[src/rtl/rbk_pkg.sv]
package rbk_pkg;

   localparam int RBK_NUM_SEC = 4;
   localparam int RBK_TOTAL   = 26;
   localparam int RBK_SEC_BASE [RBK_NUM_SEC] = '{0, 7, 12, 18};

   typedef enum logic [1:0] {SEC_TIME, SEC_CTRL, SEC_ALARM, SEC_USER} sec_e;

   function automatic int sec_of(input int a);
      int s;
      s = 0;
      for (int i = 0; i < RBK_NUM_SEC; i++)
         if (a >= RBK_SEC_BASE[i]) s = i;
      return s;
   endfunction

   function automatic int sec_end(input int s);
      int e;
      e = RBK_TOTAL - 1;
      for (int i = 0; i < RBK_NUM_SEC - 1; i++)
         if (s == i) e = RBK_SEC_BASE[i+1] - 1;
      return e;
   endfunction

   function automatic int next_addr(input int a);
      int s;
      s = sec_of(a);
      return (a == sec_end(s)) ? RBK_SEC_BASE[s] : a + 1;
   endfunction

endpackage

[src/rtl/rbk_ptr.sv]
module rbk_ptr #(
   parameter int DW       = 8,
   parameter int AW       = 5,
   parameter int NUM_REGS = 26
) (
   input  logic          clk,
   input  logic          rst_n,
   input  logic          load,
   input  logic [DW-1:0] load_byte,
   input  logic          step,
   output logic [AW-1:0] ptr
);
   localparam logic [DW-1:0] LAST_B = DW'(NUM_REGS - 1);

   logic          load_ok;
   logic [AW-1:0] ptr_next;

   assign load_ok  = load && (load_byte <= LAST_B);
   assign ptr_next = AW'(rbk_pkg::next_addr(int'(ptr)));

   always_ff @(posedge clk or negedge rst_n) begin
      if (!rst_n)
         ptr <= '0;
      else if (load) begin
         if (load_ok) ptr <= load_byte[AW-1:0];
      end
      else if (step)
         ptr <= ptr_next;
   end
endmodule

[src/rtl/rbk_snap.sv]
module rbk_snap #(
   parameter int DW       = 8,
   parameter int TIME_CNT = 7,
   parameter int DATE_IDX = 3,
   parameter int DATE_RST = 1
) (
   input  logic                   clk,
   input  logic                   rst_n,
   input  logic                   take,
   input  logic [TIME_CNT*DW-1:0] live,
   output logic [TIME_CNT*DW-1:0] snap
);
   for (genvar i = 0; i < TIME_CNT; i++) begin : g_ent
      if (i == DATE_IDX) begin : g_date
         always_ff @(posedge clk or negedge rst_n) begin
            if (!rst_n)    snap[i*DW +: DW] <= DW'(DATE_RST);
            else if (take) snap[i*DW +: DW] <= live[i*DW +: DW];
         end
      end else begin : g_zero
         always_ff @(posedge clk or negedge rst_n) begin
            if (!rst_n)    snap[i*DW +: DW] <= '0;
            else if (take) snap[i*DW +: DW] <= live[i*DW +: DW];
         end
      end
   end
endmodule

[src/rtl/rbk_regs.sv]
module rbk_regs #(
   parameter int DW       = 8,
   parameter int AW       = 5,
   parameter int NUM_REGS = 26,
   parameter int BASE     = 7,
   parameter int CTL_REG  = 7
) (
   input  logic          clk,
   input  logic          rst_n,
   input  logic          wen,
   input  logic [AW-1:0] waddr,
   input  logic [DW-1:0] wdata,
   input  logic [AW-1:0] raddr,
   output logic [DW-1:0] rdata,
   output logic [DW-1:0] ctl
);
   localparam logic [AW-1:0] LAST_A = AW'(NUM_REGS - 1);

   logic [DW-1:0] mem [NUM_REGS];

   for (genvar i = 0; i < NUM_REGS; i++) begin : g_loc
      if (i < BASE) begin : g_none
         assign mem[i] = '0;
      end else begin : g_flop
         always_ff @(posedge clk or negedge rst_n) begin
            if (!rst_n)
               mem[i] <= '0;
            else if (wen && (waddr == AW'(i)))
               mem[i] <= wdata;
         end
      end
   end

   assign rdata = (raddr <= LAST_A) ? mem[raddr] : '0;
   assign ctl   = mem[CTL_REG];
endmodule

[src/rtl/rbk_bank.sv]
module rbk_bank #(
   parameter int DW       = 8,
   parameter int AW       = 5,
   parameter int NUM_REGS = 26,
   parameter int TIME_CNT = 7,
   parameter int WE_REG   = 7,
   parameter int WE_BIT   = 4,
   parameter int DATE_IDX = 3,
   parameter int DATE_RST = 1
) (
   input  logic                          clk,
   input  logic                          rst_n,
   input  logic                          xfer_start,
   input  logic                          addr_valid,
   input  logic [DW-1:0]                 addr_byte,
   input  logic                          wr_valid,
   input  logic [DW-1:0]                 wr_data,
   input  logic                          rd_req,
   input  logic [TIME_CNT*DW-1:0]        time_in,
   output logic                          rd_valid,
   output logic [DW-1:0]                 rd_data,
   output logic                          time_load,
   output logic [$clog2(TIME_CNT)-1:0]   time_load_idx,
   output logic [DW-1:0]                 time_load_val
);
   localparam int TIW = $clog2(TIME_CNT);
   localparam logic [AW-1:0] TIME_LAST = AW'(TIME_CNT - 1);

   if (NUM_REGS != rbk_pkg::RBK_TOTAL) begin : g_chk_total
      $error("NUM_REGS must match the section table");
   end
   if (TIME_CNT != rbk_pkg::RBK_SEC_BASE[1]) begin : g_chk_time
      $error("TIME_CNT must match the first section size");
   end
   if ((1 << AW) < NUM_REGS || AW < TIW || AW > DW) begin : g_chk_aw
      $error("AW does not fit the register count");
   end
   if (WE_REG < TIME_CNT || WE_REG >= NUM_REGS || WE_BIT >= DW) begin : g_chk_we
      $error("write-enable location out of range");
   end
   if (DATE_IDX >= TIME_CNT) begin : g_chk_date
      $error("date index out of range");
   end

   logic                   slot_wr, slot_rd, in_time, we_flag, regs_wen, load_now;
   logic [AW-1:0]          ptr;
   logic [DW-1:0]          regs_rdata, ctl_byte, snap_word, rd_word;
   logic [TIME_CNT*DW-1:0] snap_flat;

   assign slot_wr  = wr_valid && !addr_valid;
   assign slot_rd  = rd_req && !addr_valid && !wr_valid;
   assign in_time  = (ptr <= TIME_LAST);
   assign we_flag  = ctl_byte[WE_BIT];
   assign regs_wen = slot_wr && !in_time;
   assign load_now = slot_wr && in_time && we_flag;

   rbk_ptr #(.DW(DW), .AW(AW), .NUM_REGS(NUM_REGS)) u_ptr (
      .clk(clk), .rst_n(rst_n), .load(addr_valid), .load_byte(addr_byte),
      .step(slot_wr || slot_rd), .ptr(ptr));

   rbk_snap #(.DW(DW), .TIME_CNT(TIME_CNT), .DATE_IDX(DATE_IDX), .DATE_RST(DATE_RST)) u_snap (
      .clk(clk), .rst_n(rst_n), .take(xfer_start), .live(time_in), .snap(snap_flat));

   rbk_regs #(.DW(DW), .AW(AW), .NUM_REGS(NUM_REGS), .BASE(TIME_CNT), .CTL_REG(WE_REG)) u_regs (
      .clk(clk), .rst_n(rst_n), .wen(regs_wen), .waddr(ptr), .wdata(wr_data),
      .raddr(ptr), .rdata(regs_rdata), .ctl(ctl_byte));

   always_comb begin
      snap_word = '0;
      for (int i = 0; i < TIME_CNT; i++)
         if (ptr == AW'(i)) snap_word = snap_flat[i*DW +: DW];
   end

   assign rd_word = in_time ? snap_word : regs_rdata;

   always_ff @(posedge clk or negedge rst_n) begin
      if (!rst_n) begin
         rd_valid      <= 1'b0;
         rd_data       <= '0;
         time_load     <= 1'b0;
         time_load_idx <= '0;
         time_load_val <= '0;
      end else begin
         rd_valid  <= slot_rd;
         time_load <= load_now;
         if (slot_rd) rd_data <= rd_word;
         if (load_now) begin
            time_load_idx <= ptr[TIW-1:0];
            time_load_val <= wr_data;
         end
      end
   end
endmodule

[config.mk]
export PLATFORM = sky130hd
export DESIGN_NAME = rbk_bank
export DESIGN_NICKNAME = d
export VERILOG_FILES = /design/src/rtl/rbk_pkg.sv /design/src/rtl/rbk_ptr.sv /design/src/rtl/rbk_snap.sv /design/src/rtl/rbk_regs.sv /design/src/rtl/rbk_bank.sv
export SDC_FILE = /design/constraint.sdc
export NUM_CORES = 1
export LEC_CHECK = 0
export CAP_MARGIN = 20
export CORE_ASPECT_RATIO = 1.25
export CORE_MARGIN = 5
export CORE_UTILIZATION = 58
export DETAILED_ROUTE_END_ITERATION = 8
export DONT_BUFFER_PORTS = 1
export PLACE_DENSITY = 0.76
export RECOVER_POWER = 100
export SYNTH_ARGS = -nofsm -noshare
export SYNTH_HDL_FRONTEND = slang
export SYNTH_HIERARCHICAL = 1
export SYNTH_SLANG_ARGS = --single-unit
[constraint.sdc]
create_clock -name clk -period 2.65 [get_ports clk]
set_input_delay 0.3975 -clock clk [delete_from_list [all_inputs] [get_ports clk]]
set_output_delay 0.3975 -clock clk [all_outputs]
set_load 0.02 [all_outputs]
# After elaboration in Yosys (flattened, before gate mapping)
# Index checks and enable logic that the tools add are counted.
# word_totals
ff_bits	234
output_inout_bits	21
# op_classes
n_lt_le_gt_ge	8
bitwise	2
add_sub_neg	1
n_mux	25
reduce_logical	34
n_eq_ne	29
# ops
operator	n
$mux 8	11
$bmux 32 s2	1
$mux 32	2
$eq 5x5->1 const B	10
$mux 5	9
$bmux 8 s5	1
$eq 5x4->1 const B	8
$eq 32x2->1 const B	1
$eq 32x3->1 const B	1
$ge 32x3->1 const B	1
$logic_not 32->1	1
$not 32->32	1
$logic_and 1x1->1	26
$eq 5x3->1 const B	4
$eq 5x2->1 const B	2
$le 8x5->1 const B	1
$ge 6x6->1 const B	1
$not 5->6	1
$add 5x1->5 const B	1
$eq 5x1->1 const B	1
$eq 5x5->1	1
$ge 5x3->1 const B	1
$ge 5x4->1 const B	1
$ge 5x5->1 const B	1
9 further kinds	11

# Logic depth before layout (Yosys ltp)
# Gate-level depths: netlist of run 1.
# depth
ltp_word	12
depth_mapped	11
depth_no_buf	11

# Modules after synthesis
# The synthesis of run 1 kept the hierarchy.
# modules_own_cells
mod	cells_each	seq_area_each_um2	n_inst	area_per_inst_um2
rbk_regs	513	3803.6	1	7198.2
rbk_snap	118	1402.6	1	2244.7
rbk_bank	149	525.5	1	1473.9
rbk_ptr	75	125.1	1	646.9

# Worst setup path after synthesis of run 1
# Ideal clock, no wire load.
# synth_path
path_type	register to register
startpoint	reg u_ptr.ptr[1]
endpoint	reg u_regs/mem[112] (netlist bit)
setup_time_ps	125
arrival_ps	2439
period_less_slack_ps	2564
path_slack_ps	86
path_stages_with_launch	10
cell_sequence	dfrtp_1 buf_6 a311o_1 buf_6 and3b_1 nand2b_1 nor3b_1 nor2b_1 buf_2 mux2_2
# synth_between
elab_chain_cells	4
elab_cells_between_ends	5
cone_classes	order compare (1); eq/ne (1); reduce/logical (3)
# synth_rtl
element	line_no	rtl
from (decl)	rbk_ptr.sv:11	output logic [AW-1:0] ptr
from (signal assigned)	rbk_ptr.sv:25	if (load_ok) ptr <= load_byte[AW-1:0];
from (signal assigned)	rbk_ptr.sv:28	ptr <= ptr_next;
$le 5x3->1	rbk_bank.sv:52	assign in_time = (ptr <= TIME_LAST);
$logic_not 1->1	rbk_bank.sv:54	assign regs_wen = slot_wr && !in_time;
$logic_and 1x1->1	rbk_bank.sv:54	
via regs_wen	rbk_bank.sv:45	logic slot_wr, slot_rd, in_time, we_flag, regs_wen, load_now;
$logic_and 1x1->1	rbk_regs.sv:28	else if (wen && (waddr == AW'(i)))
to (signal, indexed assignment)	rbk_regs.sv:29	mem[i] <= wdata;
to (decl)	rbk_regs.sv:19	logic [DW-1:0] mem [NUM_REGS];
# The timed path passes the listed nets, and every way through them passes these cells.
# A chain may end at the register's enable or synchronous reset.

# Worst setup path in the final report of run 1
# layout_path
startpoint	reg u_ptr.ptr[1]
endpoint	reg rd_data[0]
# layout_between
elab_cells_between_ends	22
cone_classes	order compare (2); eq/ne (6); mux (12); bitwise (1); reduce/logical (1)
# layout_lines
element	line_no	rtl
$not 5->6 (implied by the code)	rbk_regs.sv:34	assign rdata = (raddr <= LAST_A) ? mem[raddr] : '0;
$bmux 8 s5	rbk_regs.sv:34	
$mux 8 (implied by the code) (2 in a row)	rbk_regs.sv:34	
$mux 8 *	rbk_regs.sv:34	
via regs_rdata[0]	rbk_bank.sv:47	logic [DW-1:0] regs_rdata, ctl_byte, snap_word, rd_word;
$mux 8 *	rbk_bank.sv:74	assign rd_word = in_time ? snap_word : regs_rdata;
to (signal assigned)	rbk_bank.sv:86	if (slot_rd) rd_data <= rd_word;
to (decl)	rbk_bank.sv:21	output logic [DW-1:0] rd_data,
# Mark *: on every way through the listed nets, which the timed path passes. The rest lies on a longest branch. The select of a mux whose other input is x is not followed.

==> results of run 1 <==
flip-flops by register name, summed over array words and instances (netlist names):
signal / flops
u_ptr/ptr: 5
time_load_val: 8
time_load_idx: 3
time_load: 1
u_regs/ctl: 8
rd_valid: 1
u_regs/mem: 144
u_snap/snap: 56
rd_data: 8
cell type report:
class | instances | area, µm² | area share [%]
tap | 265 | 332 | 2.68
inverter | 10 | 38.8 | 0.314
timing repair buffer | 17 | 141 | 1.14
multi-input combinational | 548 | 5140 | 41.6
clock inverter | 6 | 105 | 0.851
clock buffer | 37 | 731 | 5.92
sequential | 234 | 5870 | 47.5
worst paths after layout:
path	startpoint	end	slack [ps]	depth (start not counted)
max in group asynchronous	rst_n	u_ptr/ptr[1]	2740	0
max	u_ptr/ptr[1]	rd_data[0]	40	7
min	rst_n	u_snap/snap[34]	-410	0
max reg2reg	u_ptr/ptr[1]	rd_data[0]	40	7
min reg2reg	u_snap/snap[32]	u_snap/snap[32]	480	1
min in group clk	time_in[52]	u_snap/snap[52]	30	1
timing repair:
item	4_1_cts	5_1_grt
hold endpoints to repair	234	234
pin swaps	0	2
gates resized for setup	1	6
buffers inserted	0	2
setup endpoints to repair	3	7
critical path, stage by stage, from the launching register on:
cell      delay (ps)
dfrtp_4          530
buf_12           250
or3b_2           600
o22ai_1          290
nor2_1           140
o211ai_1         350
o211ai_1         150
o22ai_1          200
cells in the final DEF, fill, tap and decap left out, drive strengths merged, types with 3 or more instances in the layout:
cell type	instances
dfrtp	233
mux2	225
mux2i	52
nor2	40
clkbuf	40
o211ai	30
o22ai	24
o21ai	23
nand2	18
mux4	16
buf	14
and3	11
inv	9
nand3	8
nand2b	8
a221oi	8
o221ai	8
nor3b	8
a21oi	7
o22a	6
nor2b	6
ha	6
nand3b	5
nor3	5
clkinv	3
bufinv	3
nand4b	3
a211oi	3
a21o	3
or3b	3
power by group:
part	leakage [nW]	internal [mW]	switching, mW	total, mW
combinational	2.14	2.18	2.39	4.57
clock	0.412	2.18	1.33	3.51
sequential	3.02	4.70	0.775	5.48
total	5.57	9.06	4.50	13.6
metal layers:
layer | global-route usage, % | wire (µm) | vias up
li1 | - | - | 3131
met1 | 29.8 | 10400 | 3692
met2 | 41.2 | 13900 | 272
met3 | 3.78 | 1610 | 55
met4 | 7.72 | 841 | 0
met5 | 0 | 0 | -
metrics by stage:
| stage | area, µm² | std cells | setup WS (ps) |
|---|---|---|---|
| after CTS | 12500 | 1115 | -6.68 |
| final | 12400 | 1117 | 39.6 |
| after detailed placement | 11700 | 1072 | -48.8 |
| after global routing | 12400 | 1117 | -53.7 |
| after floorplan | 11500 | 848 | 86.4 |
| after global placement | 11700 | 1072 | 57.5 |
==> impl_results.md, run 1 <==
- Status: finished, violations left
- Violated checks: hold timing
- Via Count: 7,150
- CP Launch Type: register
- Initial Utilization: approximately three fifths
- Req. time, crit path: 3070 ps
- Max-slew violation count: 0
- Tmin final: 2610 ps
- Cell leakage power: 5.57 nW
- Die H: 168 µm
- H-tree depth: 1
- Clock Skew: ~9.0 ps
- Final worst-path cycle share: 98.5%
- Die W: 136 µm
- Clock latency on the worst-skew pair: a little over 500 ps
- Global-route wire length before repair: 42,900 µm
- # IOs: 99
- CTS Buf Count: 24
- Syn_nets: 932
- CTS tree: yes
- Total power: 13.6 mW
- Nets@finish: roughly 900
- Core region area: 19,500 µm²
- Area Growth Syn to Fin: 7.32%
- Ys Warns: 6
- Buffers on Ports: 0
- Crit end category: register
- CTS Root Cell: clkbuf_16
- Peak supply drop: roughly 710 µV
- Clock slew at reported path FFs: 60 ps
- First-pass DRT Iterations: 5
- Hold WC Path Type: input pin to asynchronous set/reset pin
- Hpwl dp: 18,000 µm
- Final Hold Viols: 234
- Grt total ovfl: 0
- Gpl congestion: between 0.9 and 1
- Layout cells sized above 1: 31.8%
- Initial antenna violation count: 0
- Filler Cell Count: 1,465
- Critical setup path kind: register to register
- Via density: ~6.4
- Row count: 57
- Pwr/cell area: approximately 1100 nW/µm²
- Worst EP arrival: 3030 ps
- Max_slew headroom: between 30% and 40%
- Largest net degree at the start of global routing: 235
- Setup TNS: 0 ps
- Diode count: 0
- DRC: 0
- Total track usage: 23.6%
- Syn Inst Count: approximately 850
- Synthesized area: 11,500 µm²
- Endpoints failing setup: 0
- Clk sink count: between 200 and 250
- Total of max-cap violations: 0
- Post-layout util: 63.4%
- Worst Tran Pin Value: 971 ps
- DRT Wirelength: between 20,000 and 30,000 µm
- Synthesized area per cell: 13.6 µm²
- Min Hold Slack: -408 ps
- Die Area: 22,800 µm²
- Vias in the first global route: 7,838
- Antenna viol nets, final: 0
- Routed wire per std cell: 23.9 µm
- DRT iter0 DRCs: approximately 460
- Fmax: 383 MHz
- Max FO, Critical Path: 67
- Clock Path Buffers: 3
Power figures use the tool's default switching activity.
==> run 2: changes to the inputs <==
- CORE_UTILIZATION: 58 -> 64
- PLACE_DENSITY: 0.76 -> 0.8
- clock period: 2.65 -> 2.91 ns (I/O delays scaled with it)
==> impl_results.md, run 2 (synthesis results as in run 1) <==
- Status: finished, violations left
- Violated checks: hold timing
- Commonest cells after routing, fill and taps aside: 230 x dfrtp_1, 177 x mux2_2, 52 x mux2i_1
- Crit. path cell count: 11 (+4)
- Die H: 160 µm (-4.5%)
- CP max-delay cell: dfrtp_4
- Req. time, crit path: 3310 ps (+240 ps)
- CTS Buf Count: 24 (unchanged)
- Area Growth Syn to Fin: 5.97%
- Critical setup path kind: register to register
- Total of max-cap violations: 0 (unchanged)
- Initial Utilization: 65.5% (+6.4 points)
- Clock Path Buffers: 3 (unchanged)
- CTS tree: yes
- Die Area: 20,800 µm² (-8.8%)
- R2R cell count: 11 (+4)
- Antenna viol nets, final: 0 (unchanged)
- Clock Skew: 23.6 ps (+14.6 ps)
- CP Launch Type: register
- # IOs: 99 (unchanged)
- Grt total ovfl: 0 (unchanged)
- Final worst-path cycle share: 93.6% (-4.9 points)
- DRT Wirelength: 26,700 µm (+0.25%)
- Total track usage: 25.9% (+2.3 points)
- Die W: 130 µm (-4.4%)
- Clock slew at reported path FFs: 60 ps (about the same)
- Via density: 6.68 (+4.4%)
- Fmax: 367 MHz (-4.1%)
- GR peak layer: met2
- Layout cells sized above 1: 30.6% (-1.2 points)
- Cell leakage power: 5.52 nW (-0.94%)
- Max-slew violation count: 0 (unchanged)
- Filler Cell Count: 1,233 (-16%)
- RSZ-0062 raised after global routing: false
- Routed wire per std cell: 24.9 µm (+4.2%)
- Max_slew headroom: 25.2% (-9.8 points)
- Met2 Track Usage GR: 45.5% (+4.3 points)
- Total power: 12.2 mW (-10%)
- FF-to-FF Start: u_ptr/ptr[1]
- GRT met1 Usage: 32.7% (+2.8 points)
- Worst EP arrival: 3120 ps (+90 ps)
- Crit path largest cell delay: 470 ps (-130 ps)
- Grt met3 use: 4.21% (+0.43 points)
- Crit path max-delay family: compound AO/OA/AOI/OAI gates
- R2R Path End: u_ptr/ptr[3]
- Most common cell after layout, fill and taps aside: dfrtp_1
- Hpwl dp: 18,000 µm (-0.17%)
- CP Cell Sequence: buf_12, nand3_1, nand2b_1, nand4_2, inv_2, ha_1, nor2b_1, a31oi_2, nor2_1, a311o_1, a21o_1
- Initial antenna violation count: 3 (+3)
- Core region area: 17,600 µm² (-9.8%)
- Clk sink count: 234 (unchanged)
- Biggest regs: u_regs/mem x144, u_snap/snap x56
- Critical Path Source: u_ptr/ptr[1]
- Pwr/cell area: 998 nW/µm² (-9.1%)
- Design area: 12,200 µm² (-1.3%)
- H-tree depth: 1 (unchanged)
- Largest register FFs: 144 (unchanged)
- Endpoints failing setup: 0 (unchanged)
- DRC: 0 (unchanged)
- Peak supply drop: 577 µV (-19%)
- Min Hold Slack: -394 ps (+13.8 ps)
- Nets@finish: 914 (-0.54%)
- CTS Root Cell: clkbuf_16
- DRT iter0 DRCs: 537 (+16%)
- Setup TNS: 0 ps (unchanged)
- Global-route wire length before repair: 42,700 µm (-0.40%)
- Buffer count from post-CTS setup fixing: 0 (unchanged)
- Vias in the first global route: 7,739 (-1.3%)
- FF-to-FF setup slack: 190 ps (+150 ps)
- Crit end category: register
- WP buf/inv: 2 (+1)
- Buffers on Ports: 0 (unchanged)
- Tmin final: 2720 ps (+113 ps)
- Row count: 54 (-5.3%)
- CP endpoint: u_ptr/ptr[3]
- Biggest register: u_regs/mem
- Via Count: 7,183 (+0.46%)
- Final Hold Viols: 234 (unchanged)
- Largest net degree at the start of global routing: 235 (unchanged)
- Worst Tran Pin Value: 1120 ps (+146 ps)
- Clock latency on the worst-skew pair: 520 ps (about the same)
- First-pass DRT Iterations: 6 (+1)
- Dpl cell area: 11,600 µm² (-0.63%)
- Gpl congestion: 0.930 (-1.3%)
- Hold WC Path Type: input pin to asynchronous set/reset pin
- Max FO, Critical Path: 44 (-34%)
run 2: metal layers:
layer / part of all wire [%] / vias up
met5: 0 / -
met4: 3.1 / 0
met3: 6.3 / 69
met2: 52 / 260
met1: 39 / 3723
li1: - / 3131
run 2: how the worst min path moves through the flow:
| stage | end | depth (start not counted) | start |
|---|---|---|---|
| CTS | time_load_val[5] | 0 | rst_n |
| floorplan | rd_data[0] | 0 | rst_n |
| global route | u_snap/snap[37] | 0 | rst_n |
| detailed placement | u_snap/snap[18] | 0 | rst_n |
| finish | time_load_idx[0] | 0 | rst_n |
| global placement | u_snap/snap[34] | 0 | rst_n |
run 2: where the power goes:
group | internal (mW) | switching [mW]
sequential | 4.28 | 0.730
combinational | 1.92 | 2.13
clock | 1.87 | 1.24
total | 8.07 | 4.10
run 2: layout make-up:
cell class | instances | area, µm² | share of cell area [%]
flip-flops and latches | 234 | 5870 | 48.1
multi-input cells | 548 | 5090 | 41.7
clock buffers | 32 | 661 | 5.42
well taps | 224 | 280 | 2.30
clock inverters | 11 | 146 | 1.20
repair buffers | 12 | 105 | 0.862
inverters | 10 | 38.8 | 0.318
diodes | 4 | 10.0 | 0.0821
run 2: timing repair:
item                       4_1_cts  5_1_grt
gates resized for setup          0        1
hold endpoints to repair       234      234
setup endpoints to repair        0        3
run 2: stage by stage:
step | instances | util, % | setup WS [ps]
4_1_cts | 1071 | 70.6 | 206
5_1_grt | 1074 | 69.4 | 19.3
6_report | 1075 | 69.4 | 187
3_3_place_gp | 1028 | 66.0 | 303
3_5_place_dp | 1028 | 66.0 | 216
2_1_floorplan | 848 | - | 346
==> run 3: changes to the inputs <==
- CORE_UTILIZATION: 64 -> 66
- CTS_BUF_LIST: unset -> sky130_fd_sc_hd__clkbuf_4 sky130_fd_sc_hd__clkbuf_8
- PLACE_DENSITY: 0.8 -> 0.82
==> impl_results.md, run 3 (synthesis results as in run 1) <==
- Multi-input logic area: 5080 µm² (-0.25%)
- CP max-delay cell: dfrtp_1
- Cell leakage power: 5.54 nW (+0.46%)
- DRT Wirelength: 26,200 µm (-2.0%)
- WP buf/inv: 1 (-1)
- Place WS: 276 ps (+59.5 ps)
- Clock Skew: 14.4 ps (-9.18 ps)
- Critical setup path kind: register to register
- Crit end category: register
- Nets@finish: 926 (+1.3%)
- Clock latency on the worst-skew pair: 530 ps (about the same)
- Vias in the first global route: 7,880 (+1.8%)
- Layout cells sized above 1: 32.4% (+1.8 points)
- RSZ-0062 raised after global routing: false
- Initial antenna violation count: 0 (-3)
- Diode count: 0 (-4)
- Sw frac: 33.7% (+0.046 points)
- Biggest register: u_regs/mem
- Antenna viol nets, final: 0 (unchanged)
- Hold WC Path Type: input pin to asynchronous set/reset pin
- Crit path largest cell delay: 500 ps (+30 ps)
- Design area: 12,100 µm² (-0.42%)
- Clock power frac: 24.5% (-1.0 points)
- P_int: 7.86 mW (-2.6%)
- Hpwl dp: 17,700 µm (-1.3%)
- DRC: 0 (unchanged)
- Max_slew headroom: 29.7% (+4.5 points)
- Max-slew violation count: 0 (unchanged)
- FF+latch area: 5870 µm² (unchanged)
- Worst Tran Pin Value: 1050 ps (-65.6 ps)
- Setup TNS: 0 ps (unchanged)
- Core region area: 17,300 µm² (-1.5%)
- CTS Buf Count: 37 (+54%)
- CP Cell Sequence: a311o_1, and3b_1, nand2b_1, nor3b_1, nor2b_1, clkbuf_1, mux2_2
- Peak supply drop: 571 µV (-1.0%)
- FF-to-FF setup slack: 170 ps (about the same)
- Min Hold Slack: -404 ps (-9.51 ps)
- Placed insts: 1,027 (-0.097%)
- Die Area: 20,200 µm² (-2.8%)
- Largest net degree at the start of global routing: 235 (unchanged)
- Clk sink count: 234 (unchanged)
- Gpl congestion: 0.939 (+0.89%)
- Clock Path Buffers: 3 (unchanged)
- Row count: 54 (unchanged)
- Final Hold Viols: 234 (unchanged)
- DRT iter0 DRCs: 531 (-1.1%)
- Crit path max-delay family: simple AND/OR/NAND/NOR gates
- Die W: 128 µm (-1.4%)
- Total of max-cap violations: 0 (unchanged)
- CTS tree: yes
- Global-route wire length before repair: 42,700 µm (-0.13%)
- CP Launch Type: register
- # resized after CTS: 0 (unchanged)
- Clock slew at reported path FFs: 60 ps (about the same)
- Max FO, Critical Path: 9 (-80%)
- Total track usage: 26.8% (+0.93 points)
- Flop pwr share: 42.2% (+1.0 points)
- P_sw: 4.00 mW (-2.4%)
- Req. time, crit path: 3310 ps (about the same)
- Die H: 158 µm (-1.4%)
- Buffers on Ports: 0 (unchanged)
- Most common cell after layout, fill and taps aside: dfrtp_1
- Filler Cell Count: 1,214 (-1.5%)
- Pwr/cell area: 977 nW/µm² (-2.1%)
- Biggest regs: u_regs/mem x144, u_snap/snap x56
- Comb pwr share: 33.3% (about the same)
- Buffer count from post-CTS setup fixing: 0 (unchanged)
- Final Non-Filler Cells: 1,092 (+1.6%)
- Dpl cell area: 11,600 µm² (about the same)
- Final worst-path cycle share: 94.1% (+0.49 points)
- First-pass DRT Iterations: 5 (-1)
- CTS Root Cell: clkbuf_8
- Violated checks: hold timing
- Routed wire per std cell: 24.0 µm (-3.5%)
- Endpoints failing setup: 0 (unchanged)
- # IOs: 99 (unchanged)
- Fin worst setup slack: 173 ps (-14.2 ps)
- Status: finished, violations left
- Grt total ovfl: 0 (unchanged)
- Fmax: 365 MHz (-0.52%)
- H-tree depth: 2 (+1)
- Via Count: 7,115 (-0.95%)
- Initial Utilization: 66.6% (+1.0 points)
- Commonest cells after routing, fill and taps aside: 230 x dfrtp_1, 175 x mux2_2, 52 x mux2i_1
- Via density: 6.52 (-2.5%)
- Tmin final: 2740 ps (+14.2 ps)
- Area Growth Syn to Fin: 5.52%
- Worst EP arrival: 3140 ps (+20 ps)
- Largest register FFs: 144 (unchanged)
-- run 3: final timing paths --
| path | cells past startpoint | from | endpoint |
|---|---|---|---|
| worst max-delay path | 7 | u_ptr/ptr[3] | u_regs/mem[119] |
| worst min-delay path | 0 | rst_n | u_snap/snap[31] |
| worst max register to register | 7 | u_ptr/ptr[3] | u_regs/mem[119] |
| worst min register to register | 1 | u_snap/snap[5] | u_snap/snap[5] |
| max in group asynchronous | 0 | rst_n | u_regs/mem[33] |
| min in group clk | 1 | time_in[50] | u_snap/snap[50] |
-- run 3: cell type report --
type	count	area share (%)
Multi-Input combinational cell	548	41.8
Sequential cell	234	48.3
Tap cell	224	2.31
Clock buffer	63	6.42
Inverter	10	0.319
Clock inverter	2	0.113
Timing Repair Buffer	11	0.742
-- run 3: power by group through the flow --
stage | sequential, mW | combinational [mW] | clock [mW]
after floorplan | 4.89 | 3.18 | 0
after global placement | 4.96 | 3.89 | 0
after detailed placement | 5.06 | 4.03 | 0
after CTS | 5.01 | 4.04 | 2.99
after global routing | 5.13 | 4.27 | 3.12
final | 5.00 | 3.95 | 2.91
-- run 3: layer usage --
metal,track usage (%),up-vias,share of wire [%]
met2,46.7,246,51
li1,-,3145,-
met5,0,-,0
met1,33.9,3647,39
met4,9.45,0,3.3
met3,4.76,77,5.8
-- run 3: stage by stage --
step / hold WS, ps / power [mW] / utilization (%)
final: -404 / 11.9 / 70.2
after floorplan: 141 / 8.07 / -
after CTS: -429 / 12.0 / 71.5
after global routing: -427 / 12.5 / 70.2
after global placement: 147 / 8.85 / 67.0
after detailed placement: 147 / 9.09 / 67.0
